**src/rtl/sio3_pkg.sv**
```systemverilog
package sio3_pkg;
  localparam int NUM_CH   = 3;
  localparam int BYTE_W   = 8;
  localparam int CTL_W    = 16;
  localparam int OFF_W    = 8;
  localparam int CH_W     = 2;
  localparam int RDY_BIT  = 4;
  localparam int TIMER_CH = 2;

  localparam logic [3:0] SUB_CTL = 4'h0;
  localparam logic [3:0] SUB_IMR = 4'h4;
  localparam logic [3:0] SUB_TXB = 4'h8;
  localparam logic [3:0] SUB_RXB = 4'h9;
  localparam logic [3:0] SUB_STS = 4'hC;
  localparam logic [3:0] SUB_TIM = 4'hD;

  localparam logic [CTL_W-1:0]  CTL_LOCK_LAST = 16'h0C04;
  localparam logic [BYTE_W-1:0] IMR_LOCK_LAST = 8'hCA;
  localparam logic [BYTE_W-1:0] IMR_LOCK_STD  = 8'h4A;

  typedef enum logic [2:0] {
    RK_NONE, RK_CTL, RK_IMR, RK_TXB, RK_RXB, RK_STS, RK_TIM
  } reg_kind_e;

  typedef struct packed {
    reg_kind_e       kind;
    logic [CH_W-1:0] ch;
  } reg_sel_t;

  function automatic reg_sel_t decode_off(input logic [OFF_W-1:0] off);
    reg_sel_t s;
    logic [3:0] hi;
    hi     = off[7:4];
    s.ch   = off[CH_W+3:4];
    s.kind = RK_NONE;
    if (32'(hi) < NUM_CH) begin
      case (off[3:0])
        SUB_CTL: s.kind = RK_CTL;
        SUB_IMR: s.kind = RK_IMR;
        SUB_TXB: s.kind = RK_TXB;
        SUB_RXB: s.kind = RK_RXB;
        SUB_STS: s.kind = RK_STS;
        SUB_TIM: if (32'(hi) == TIMER_CH) s.kind = RK_TIM;
        default: s.kind = RK_NONE;
      endcase
    end
    return s;
  endfunction

  function automatic logic [CTL_W-1:0] ctl_lock(input logic [CH_W-1:0] ch);
    return (ch == CH_W'(TIMER_CH)) ? CTL_LOCK_LAST : '0;
  endfunction

  function automatic logic [BYTE_W-1:0] imr_lock(input logic [CH_W-1:0] ch);
    return (ch == CH_W'(TIMER_CH)) ? IMR_LOCK_LAST : IMR_LOCK_STD;
  endfunction

  function automatic logic width_ok(input reg_kind_e k, input logic [CH_W-1:0] ch,
                                    input logic wide);
    case (k)
      RK_NONE: return 1'b0;
      RK_CTL:  return wide;
      RK_STS:  return !wide || (ch != CH_W'(TIMER_CH));
      default: return !wide;
    endcase
  endfunction

  function automatic logic writable(input reg_kind_e k);
    return (k == RK_CTL) || (k == RK_IMR) || (k == RK_TXB) || (k == RK_TIM);
  endfunction

  function automatic logic lock_clash(input reg_kind_e k, input logic [CH_W-1:0] ch,
                                      input logic [CTL_W-1:0] d);
    case (k)
      RK_CTL:  return |(d & ctl_lock(ch));
      RK_IMR:  return |(d[BYTE_W-1:0] & imr_lock(ch));
      default: return 1'b0;
    endcase
  endfunction

  function automatic logic [CTL_W-1:0] status_word(input logic rdy);
    return CTL_W'(rdy) << RDY_BIT;
  endfunction
endpackage

```
**src/rtl/sio3_decode.sv**
```systemverilog
module sio3_decode
  import sio3_pkg::*;
(
  input  logic             req,
  input  logic             we,
  input  logic             wide,
  input  logic [OFF_W-1:0] addr,
  input  logic [CTL_W-1:0] wdata,
  output reg_sel_t         sel,
  output logic             acc_ok,
  output logic             acc_fault
);
  logic addr_miss;
  logic size_bad;
  logic dir_bad;
  logic lock_bad;

  always_comb begin
    sel       = decode_off(addr);
    addr_miss = (sel.kind == RK_NONE);
    size_bad  = !addr_miss && !width_ok(sel.kind, sel.ch, wide);
    dir_bad   = we && !addr_miss && !writable(sel.kind);
    lock_bad  = we && lock_clash(sel.kind, sel.ch, wdata);
    acc_fault = req && (addr_miss || size_bad || dir_bad || lock_bad);
    acc_ok    = req && !acc_fault;
  end
endmodule

```
**src/rtl/sio3_chan.sv**
```systemverilog
module sio3_chan
  import sio3_pkg::*;
(
  input  logic              clk,
  input  logic              rst_n,
  input  logic              wr_ctl,
  input  logic              wr_imr,
  input  logic              wr_txb,
  input  logic              rd_rxb,
  input  logic [CTL_W-1:0]  wdata,
  input  logic              cap_stb,
  input  logic              cap_avail,
  input  logic [BYTE_W-1:0] cap_byte,
  output logic [CTL_W-1:0]  ctl_q,
  output logic [BYTE_W-1:0] imr_q,
  output logic [BYTE_W-1:0] txb_q,
  output logic [BYTE_W-1:0] rxb_q,
  output logic              rdy_q,
  output logic              tx_pulse,
  output logic              rx_pulse
);
  logic cap_take;
  logic cap_empty;

  assign cap_take  = cap_stb && cap_avail;
  assign cap_empty = cap_stb && !cap_avail;

  always_ff @(posedge clk or negedge rst_n) begin
    if (!rst_n) begin
      ctl_q    <= '0;
      imr_q    <= '0;
      txb_q    <= '0;
      rxb_q    <= '0;
      rdy_q    <= 1'b0;
      tx_pulse <= 1'b0;
      rx_pulse <= 1'b0;
    end else begin
      if (wr_ctl) ctl_q <= wdata;
      if (wr_imr) imr_q <= wdata[BYTE_W-1:0];
      if (wr_txb) txb_q <= wdata[BYTE_W-1:0];
      tx_pulse <= wr_txb;
      rx_pulse <= cap_take;
      if (cap_take) begin
        rxb_q <= cap_byte;
        rdy_q <= 1'b1;
      end else if (cap_empty) begin
        rxb_q <= '0;
        rdy_q <= 1'b0;
      end else if (rd_rxb) begin
        rdy_q <= 1'b0;
      end
    end
  end
endmodule

```
**src/rtl/sio3_rdmux.sv**
```systemverilog
module sio3_rdmux
  import sio3_pkg::*;
(
  input  reg_sel_t                       sel,
  input  logic [NUM_CH-1:0][CTL_W-1:0]   ctl_a,
  input  logic [NUM_CH-1:0][BYTE_W-1:0]  imr_a,
  input  logic [NUM_CH-1:0][BYTE_W-1:0]  txb_a,
  input  logic [NUM_CH-1:0][BYTE_W-1:0]  rxb_a,
  input  logic [NUM_CH-1:0]              rdy_a,
  input  logic [BYTE_W-1:0]              tim_q,
  output logic [CTL_W-1:0]               rd_word
);
  always_comb begin
    rd_word = '0;
    case (sel.kind)
      RK_CTL:  rd_word = ctl_a[sel.ch];
      RK_IMR:  rd_word = CTL_W'(imr_a[sel.ch]);
      RK_TXB:  rd_word = CTL_W'(txb_a[sel.ch]);
      RK_RXB:  rd_word = CTL_W'(rxb_a[sel.ch]);
      RK_STS:  rd_word = status_word(rdy_a[sel.ch]);
      RK_TIM:  rd_word = CTL_W'(tim_q);
      default: rd_word = '0;
    endcase
  end
endmodule

```
**src/rtl/sio3_regfile.sv**
```systemverilog
module sio3_regfile
  import sio3_pkg::*;
(
  input  logic                     clk,
  input  logic                     rst_n,
  input  logic                     req,
  input  logic                     we,
  input  logic                     wide,
  input  logic [7:0]               addr,
  input  logic [15:0]              wdata,
  input  logic [2:0]               rx_stb,
  input  logic [2:0]               rx_avail,
  input  logic [23:0]              rx_byte,
  output logic                     rsp_valid,
  output logic [15:0]              rd_data,
  output logic                     err,
  output logic [2:0]               tx_evt,
  output logic [23:0]              tx_byte,
  output logic [2:0]               rx_evt
);
  reg_sel_t                      sel;
  logic                          acc_ok;
  logic                          acc_fault;
  logic                          do_wr;
  logic                          do_rd;
  logic [NUM_CH-1:0][CTL_W-1:0]  ctl_a;
  logic [NUM_CH-1:0][BYTE_W-1:0] imr_a;
  logic [NUM_CH-1:0][BYTE_W-1:0] txb_a;
  logic [NUM_CH-1:0][BYTE_W-1:0] rxb_a;
  logic [NUM_CH-1:0]             rdy_vec;
  logic [BYTE_W-1:0]             tim_q;
  logic [CTL_W-1:0]              rd_word;

  sio3_decode u_dec (
    .req       (req),
    .we        (we),
    .wide      (wide),
    .addr      (addr),
    .wdata     (wdata),
    .sel       (sel),
    .acc_ok    (acc_ok),
    .acc_fault (acc_fault)
  );

  assign do_wr = acc_ok && we;
  assign do_rd = acc_ok && !we;

  for (genvar g = 0; g < NUM_CH; g++) begin : g_ch
    logic hit;
    assign hit = (sel.ch == CH_W'(g));
    sio3_chan u_chan (
      .clk       (clk),
      .rst_n     (rst_n),
      .wr_ctl    (do_wr && hit && sel.kind == RK_CTL),
      .wr_imr    (do_wr && hit && sel.kind == RK_IMR),
      .wr_txb    (do_wr && hit && sel.kind == RK_TXB),
      .rd_rxb    (do_rd && hit && sel.kind == RK_RXB),
      .wdata     (wdata),
      .cap_stb   (rx_stb[g]),
      .cap_avail (rx_avail[g]),
      .cap_byte  (rx_byte[g*BYTE_W +: BYTE_W]),
      .ctl_q     (ctl_a[g]),
      .imr_q     (imr_a[g]),
      .txb_q     (txb_a[g]),
      .rxb_q     (rxb_a[g]),
      .rdy_q     (rdy_vec[g]),
      .tx_pulse  (tx_evt[g]),
      .rx_pulse  (rx_evt[g])
    );
  end

  always_ff @(posedge clk or negedge rst_n) begin
    if (!rst_n) tim_q <= '0;
    else if (do_wr && sel.kind == RK_TIM) tim_q <= wdata[BYTE_W-1:0];
  end

  sio3_rdmux u_mux (
    .sel     (sel),
    .ctl_a   (ctl_a),
    .imr_a   (imr_a),
    .txb_a   (txb_a),
    .rxb_a   (rxb_a),
    .rdy_a   (rdy_vec),
    .tim_q   (tim_q),
    .rd_word (rd_word)
  );

  always_ff @(posedge clk or negedge rst_n) begin
    if (!rst_n) begin
      rsp_valid <= 1'b0;
      err       <= 1'b0;
      rd_data   <= '0;
    end else begin
      rsp_valid <= req;
      err       <= acc_fault;
      rd_data   <= do_rd ? rd_word : '0;
    end
  end

  assign tx_byte = txb_a;
endmodule

```
**config.mk**
```make
export PLATFORM = sky130hd
export DESIGN_NAME = sio3_regfile
export DESIGN_NICKNAME = d
export VERILOG_FILES = /design/src/rtl/sio3_pkg.sv /design/src/rtl/sio3_decode.sv /design/src/rtl/sio3_chan.sv /design/src/rtl/sio3_rdmux.sv /design/src/rtl/sio3_regfile.sv
export SDC_FILE = /design/constraint.sdc
export NUM_CORES = 1
export LEC_CHECK = 0
export ABC_AREA = 1
export CORE_ASPECT_RATIO = 0.5
export CORE_UTILIZATION = 45
export CTS_BUF_LIST = sky130_fd_sc_hd__clkbuf_8
export DETAILED_ROUTE_END_ITERATION = 10
export PLACE_DENSITY = 0.66
export SLEW_MARGIN = 20
export SYNTH_ARGS = -nofsm -noshare
export SYNTH_HDL_FRONTEND = slang
export SYNTH_HIERARCHICAL = 1
export SYNTH_SLANG_ARGS = --single-unit
```
**constraint.sdc**
```tcl
create_clock -name clk -period 1.3 [get_ports clk]
set_input_delay 0.26 -clock clk [delete_from_list [all_inputs] [get_ports clk]]
set_output_delay 0.26 -clock clk [all_outputs]
set_load 0.005 [all_outputs]
```
-- Word-level counts from Yosys, hierarchy flattened
Cells that the tools add are included.
- input bits: 59
- bits in latches: 0
- flip-flop bits (word level): 155
- memory bits (read-only): 0
- output and inout port bits: 48
- memories: 0
- logic and storage cells: 138
- memory bits (writable): 0
- equality and inequality tests: 15
- reduce and logical (&&, ||, !) cells: 60
- multiply operators: 0
- bitwise operators: 2
- multiplexer cells: 34
- shifts and indexed selects: 0
- order comparisons: 2
- add/subtract/negate cells: 0
- divide/modulo/power cells: 0
- operators with widths (kind ; count):
    $pmux W16 S6 ; 1
    $mux W8 ; 10
    $bmux W8 S2 ; 3
    $logic_and A1 B1 Y1 ; 33
    $bmux W16 S2 ; 1
    $mux W16 ; 2
    $pmux W3 S6 ; 1
    $and A16 B16 Y16 ; 1
    $eq A4 B4 Y1 const B ; 4
    $reduce_or A16 Y1 ; 1
    $mux W12 ; 1
    $mux W1 ; 10
    $eq A3 B3 Y1 const B ; 3
    $logic_not A1 Y1 ; 9
    $reduce_bool A3 Y1 ; 3
    $and A8 B8 Y8 ; 1
    $reduce_or A8 Y1 ; 1
    $logic_or A1 B1 Y1 ; 7
    $eq A3 B2 Y1 const B ; 2
    $mux W3 ; 2
    $reduce_bool A2 Y1 ; 3
    $eq A4 B2 Y1 const B ; 1
    $eq A4 B3 Y1 const B ; 1
    $logic_not A4 Y1 ; 1
    11 further kinds ; 11

-- Longest topological paths before layout
- depth after elaboration: 21
- gate-level depth with buffers: 19
- mapped depth without buffers: 18

-- By module
The synthesis kept the hierarchy.
- by module, submodules not included (module ; cells each ; seq. area each (µm²) ; area an instance (µm²) ; instances):
    sio3_chan ; 176 ; 1076.0 ; 1651.6 ; 3
    sio3_rdmux ; 386 ; 0.0 ; 1627.8 ; 1
    sio3_regfile ; 127 ; 650.6 ; 1104.8 ; 1
    sio3_decode ; 66 ; 0.0 ; 301.5 ; 1

-- Worst setup path after synthesis
No wires, ideal clock.
- kind: input to register
- from: in addr[3]
- to: reg g_ch[0].u_chan.txb_q[5]
- data arrival time: 2.099 ns
- data required time: 1.174 ns
- library setup time: 0.126 ns
- cell stages on the path: 17
- path slack: -0.925 ns
- buffers on the path: 1
- cells stage by stage: inv_1 -> nand2_2 -> inv_2 -> nor2_4 -> nand2_2 -> clkinv_1 -> nand3_1 -> nand2_1 -> nand2_1 -> nand3_1 -> nor2_1 -> nand2_1 -> inv_1 -> nand3_1 -> nor2_1 -> buf_6 -> o21ai_0
- RTL lines (what ; RTL line ; text):
    start: declaration ; sio3_regfile.sv:9 ; input logic [7:0] addr,
    end signal: assignment ; sio3_chan.sv:40 ; if (wr_txb) txb_q <= wdata[BYTE_W-1:0];
    end: declaration ; sio3_chan.sv:16 ; output logic [BYTE_W-1:0] txb_q,

-- Worst setup path in the final report
- from: in addr[4]
- to: reg g_ch[1].u_chan.ctl_q[14]
- longest elaborated chain between the ends: 18
- elaborated cells between the ends (all ways): 42
- those cells by class: order compare (1); eq/ne (9); mux (7); bitwise (2); reduce/logical (23)
- RTL lines (what ; RTL line ; text):
    parallel branches: the longest is 11 deep, another holds $pmux W3 S6 ; -- ;
    $logic_or A1 B1 Y1 (*) ; sio3_decode.sv:24 ; acc_fault = req && (addr_miss || size_bad || dir_bad || lock_bad);
    $logic_and A1 B1 Y1 (*) ; sio3_decode.sv:24 ;
    $logic_not A1 Y1 (*) ; sio3_decode.sv:25 ; acc_ok = req && !acc_fault;
    $logic_and A1 B1 Y1 (*) ; sio3_decode.sv:25 ;
    via acc_ok ; sio3_regfile.sv:22 ; logic acc_ok;
    $logic_and A1 B1 Y1 (*) ; sio3_regfile.sv:45 ; assign do_wr = acc_ok && we;
    $logic_and A1 B1 Y1 (*) (2 in a row) ; sio3_regfile.sv:54 ; .wr_ctl (do_wr && hit && sel.kind == RK_CTL),
    end signal: assignment ; sio3_chan.sv:38 ; if (wr_ctl) ctl_q <= wdata;
    end: declaration ; sio3_chan.sv:14 ; output logic [CTL_W-1:0] ctl_q,
Mark *: on every way through the listed nets, which the timed path passes.
A chain may end at the register's enable or synchronous reset.

==> out/metrics.yaml <==
portBuffers: 106
ios: 107
fin_crit_ns: 1.72
antenna_left: 0
cts_made_buffers: 17
finalHoldViolCount: 0
clock_latency_ns: 0.46
gp_congestion: 0.888
drt-vias-per-instance: 4.99
period_share_pct: 132
rows: 34
sw_frac_of_total_pct: 29.2
worstHoldPathType: "primary input to flip-flop"
routed_wl_um: 25100
whs_ns: 0.178
nFillCells: 1446
skew_ns: 0.0108
placed_cell_area_um2: 9930
syn_area_per_cell_um2: 7.22
synthFlopType: "dfrtp_1"
synthArstFlopShare_pct: 100
track_usage_pct: 27.9
synth_edf_count: 0
die_area_um2: 18300
detail_route.wl_per_cell_um: 16.0
ctsRootBufferMaster: "clkbuf_8"
grt_pass1_vias: 7114
status: "finished, violations left"
relSlewSlack_pct: 79.3
cts_buffer_depth: 2
dp_slack_ns: -1.25
first_pass_iters: 5
syn_nets: 1166
nets: 1378
htree_levels: 4
max_freq_mhz: 581
crit_type: "primary input to flip-flop"
grt.met2_usage_pct: 43.4
clkPwrFrac_pct: 37.4
fin_tns_setup_ns: -42.00
power.switching_mw: 2.89
sequentialPowerShare_pct: 50.5
grt_max_degree: 36
rsz0062_at_grt: "yes"
dr.first_iter.drc_count: 753
grt_pass1_wl_um: 38200
drive_gt1_share_pct: 29.9
seq_area_frac_synth_pct: 48.6
synth_warnings: 6
fin_area_um2: 11300
cap_violations: 0
worstPathRequired_ns: 1.70
antenna_found_initial: 0
syn2layout_area_growth_pct: 41.0
vdd_drop_max_mv: 0.612
drc: 0
setup_slack_ns: -0.420
hpwl_um: 15700
grtUsageMet3_pct: 5.40
setup_viol: 126
n_antenna_cell: 0
worst_pin_slew_ns: 0.311
failed_checks: "negative setup slack"
syn-cell-area_um2: 7990
synth_cell_type_count: 24
clkSinkCount: 155
worstPathMaxFanout: 8
core_um2: 17400
pwr-share-comb_pct: 12.1
worstSetupEndpointType: "flip-flop"
vias: 7817
overflow: 0
clk_pin_slew_ns: 0.10
final_core_util_pct: 64.9
use_met1_pct: 39.5
internal_power_mw: 7.00
power.density_nw_per_um2: 878
yosys_register_bits: 155
chipWidth_um: 190
die_h_um: 96.2
initial_core_util_pct: 46.0
arrival_ns: 2.12
busiest_layer: "met2"
post_synth_inst_count: 1107
slew_violations: 0
p_leak_nw: 6.03
cts_tree: "done"
start_kind: "primary input"
synth_stat cells, types with 10 or more instances:
master / n / share of area (%)
inv_1: 190 / 8.9
dfrtp_1: 155 / 49
buf_2: 17 / 1.1
o21ai_0: 102 / 6.4
a21oi_1: 10 / 0.63
buf_4: 11 / 1.0
nor2_1: 108 / 5.1
nand2_1: 391 / 18
buf_6: 12 / 1.7
nand3_1: 49 / 3.1
nand4_1: 11 / 0.86
sequential cells by signal, summed over array words and instances, names as in the netlist, 3 cells and up:
signal / flops
rd_data: 16
g_ch.u_chan/tx_pulse: 3
g_ch.u_chan/imr_q: 24
tim_q: 8
g_ch.u_chan/rdy_q: 3
g_ch.u_chan/ctl_q: 48
g_ch.u_chan/rxb_q: 24
g_ch.u_chan/rx_pulse: 3
g_ch.u_chan/txb_q: 24
power groups by stage:
stage,logic [mW],clock network [mW],registers [mW]
global route,1.31,3.96,5.01
detailed placement,1.07,0,5.09
global placement,1.06,0,5.09
CTS,1.13,3.76,4.99
finish,1.20,3.70,4.99
floorplan,0.466,0,5.07
worst paths after layout:
| kind | startpoint | depth (start not counted) | end | slack (ns) |
|---|---|---|---|---|
| hold reg to reg | g_ch[1].u_chan/rdy_q$_DFFE_PN0P_ | 2 | g_ch[1].u_chan/rdy_q$_DFFE_PN0P_ | 0.49 |
| setup / recovery | addr[4] | 20 | g_ch[1].u_chan/ctl_q[14]$_DFFE_PN0P_ | -0.42 |
| min in group asynchronous | rst_n | 2 | g_ch[2].u_chan/imr_q[7]$_DFFE_PN0P_ | 0.23 |
| setup reg to reg | g_ch[1].u_chan/txb_q[1]$_DFFE_PN0P_ | 11 | rd_data[1]$_DFF_PN0_ | -0.19 |
| max in group asynchronous | rst_n | 3 | g_ch[2].u_chan/rxb_q[2]$_DFFE_PN0P_ | 0.50 |
| hold / removal | wdata[10] | 4 | g_ch[2].u_chan/ctl_q[10]$_DFFE_PN0P_ | 0.18 |
placed cells by master, fill, tap and decap left out, drive strengths merged:
cell | synthesis | routed
inv | 199 | 205
clkdlybuf4s50 | 0 | 40
buf | 40 | 181
nor3b | 1 | 1
nand4 | 11 | 11
clkinv | 1 | 7
nand3 | 49 | 49
nor3 | 3 | 3
nand2 | 402 | 402
dlygate4sd2 | 0 | 4
o21ai | 105 | 105
or2 | 7 | 7
clkdlybuf4s15 | 0 | 2
clkinvlp | 0 | 3
a21oi | 10 | 10
clkbuf | 1 | 22
bufinv | 0 | 1
dfrtp | 155 | 155
o21bai | 8 | 8
dlygate4sd3 | 0 | 1
nor2 | 115 | 115
worst max-delay path: stages:
cell,delay [ns]
buf_12,0.11
inv_12,0.04
nand2_4,0.04
nor2_4,0.11
nand2_2,0.09
nand2_4,0.08
nand3_2,0.07
nand2_2,0.09
nand2_2,0.06
nand2_2,0.06
nand3_2,0.08
nor2_4,0.11
nand2_2,0.08
inv_4,0.10
nand3_4,0.09
nor2_4,0.20
buf_6,0.16
buf_16,0.14
nand2_2,0.04
o21ai_1,0.07
metal layers:
layer	routed length, um	up-vias	share of wire (%)
met1	11600	3715	46
li1	-	3756	-
met4	440	0	1.8
met5	0	-	0
met3	1660	44	6.6
met2	11400	302	45
timing repair:
action | 4_1_cts | 5_1_grt
setup buffers | 51 | 5
setup endpoints to repair | 174 | 132
gates resized for setup | 357 | 111
hold buffers | 1 | 0
cloned | 9 | 1
hold endpoints to repair | 137 | 0
pin swaps | 25 | 25
cell families (layout without fill, tap and decap cells):
family / after synthesis / count (layout) / share of synthesized area (%)
buf+inv: 241 / 466 / 13.2
simple gates: 588 / 588 / 30.3
flops: 155 / 155 / 48.6
compound gates: 123 / 123 / 7.96
metrics by stage:
| stage | cells | total power, mW |
|---|---|---|
| 3_3_place_gp | 1475 | 6.14 |
| 3_5_place_dp | 1475 | 6.16 |
| 6_report | 1566 | 9.89 |
| 4_1_cts | 1567 | 9.88 |
| 5_1_grt | 1566 | 10.3 |
| 2_1_floorplan | 1107 | 5.54 |
final cells by class:
class / instances / area, um^2 / area share (%)
flip-flops and latches: 155 / 3880 / 34.4
repair buffers: 233 / 2200 / 19.5
repair inverters: 1 / 7.51 / 0.0666
clock inverters: 15 / 159 / 1.41
well taps: 234 / 293 / 2.60
clock buffers: 17 / 234 / 2.08
multi-input cells: 711 / 3700 / 32.9
inverters: 200 / 796 / 7.06
No activity file was read; power rests on OpenSTA's default activity.
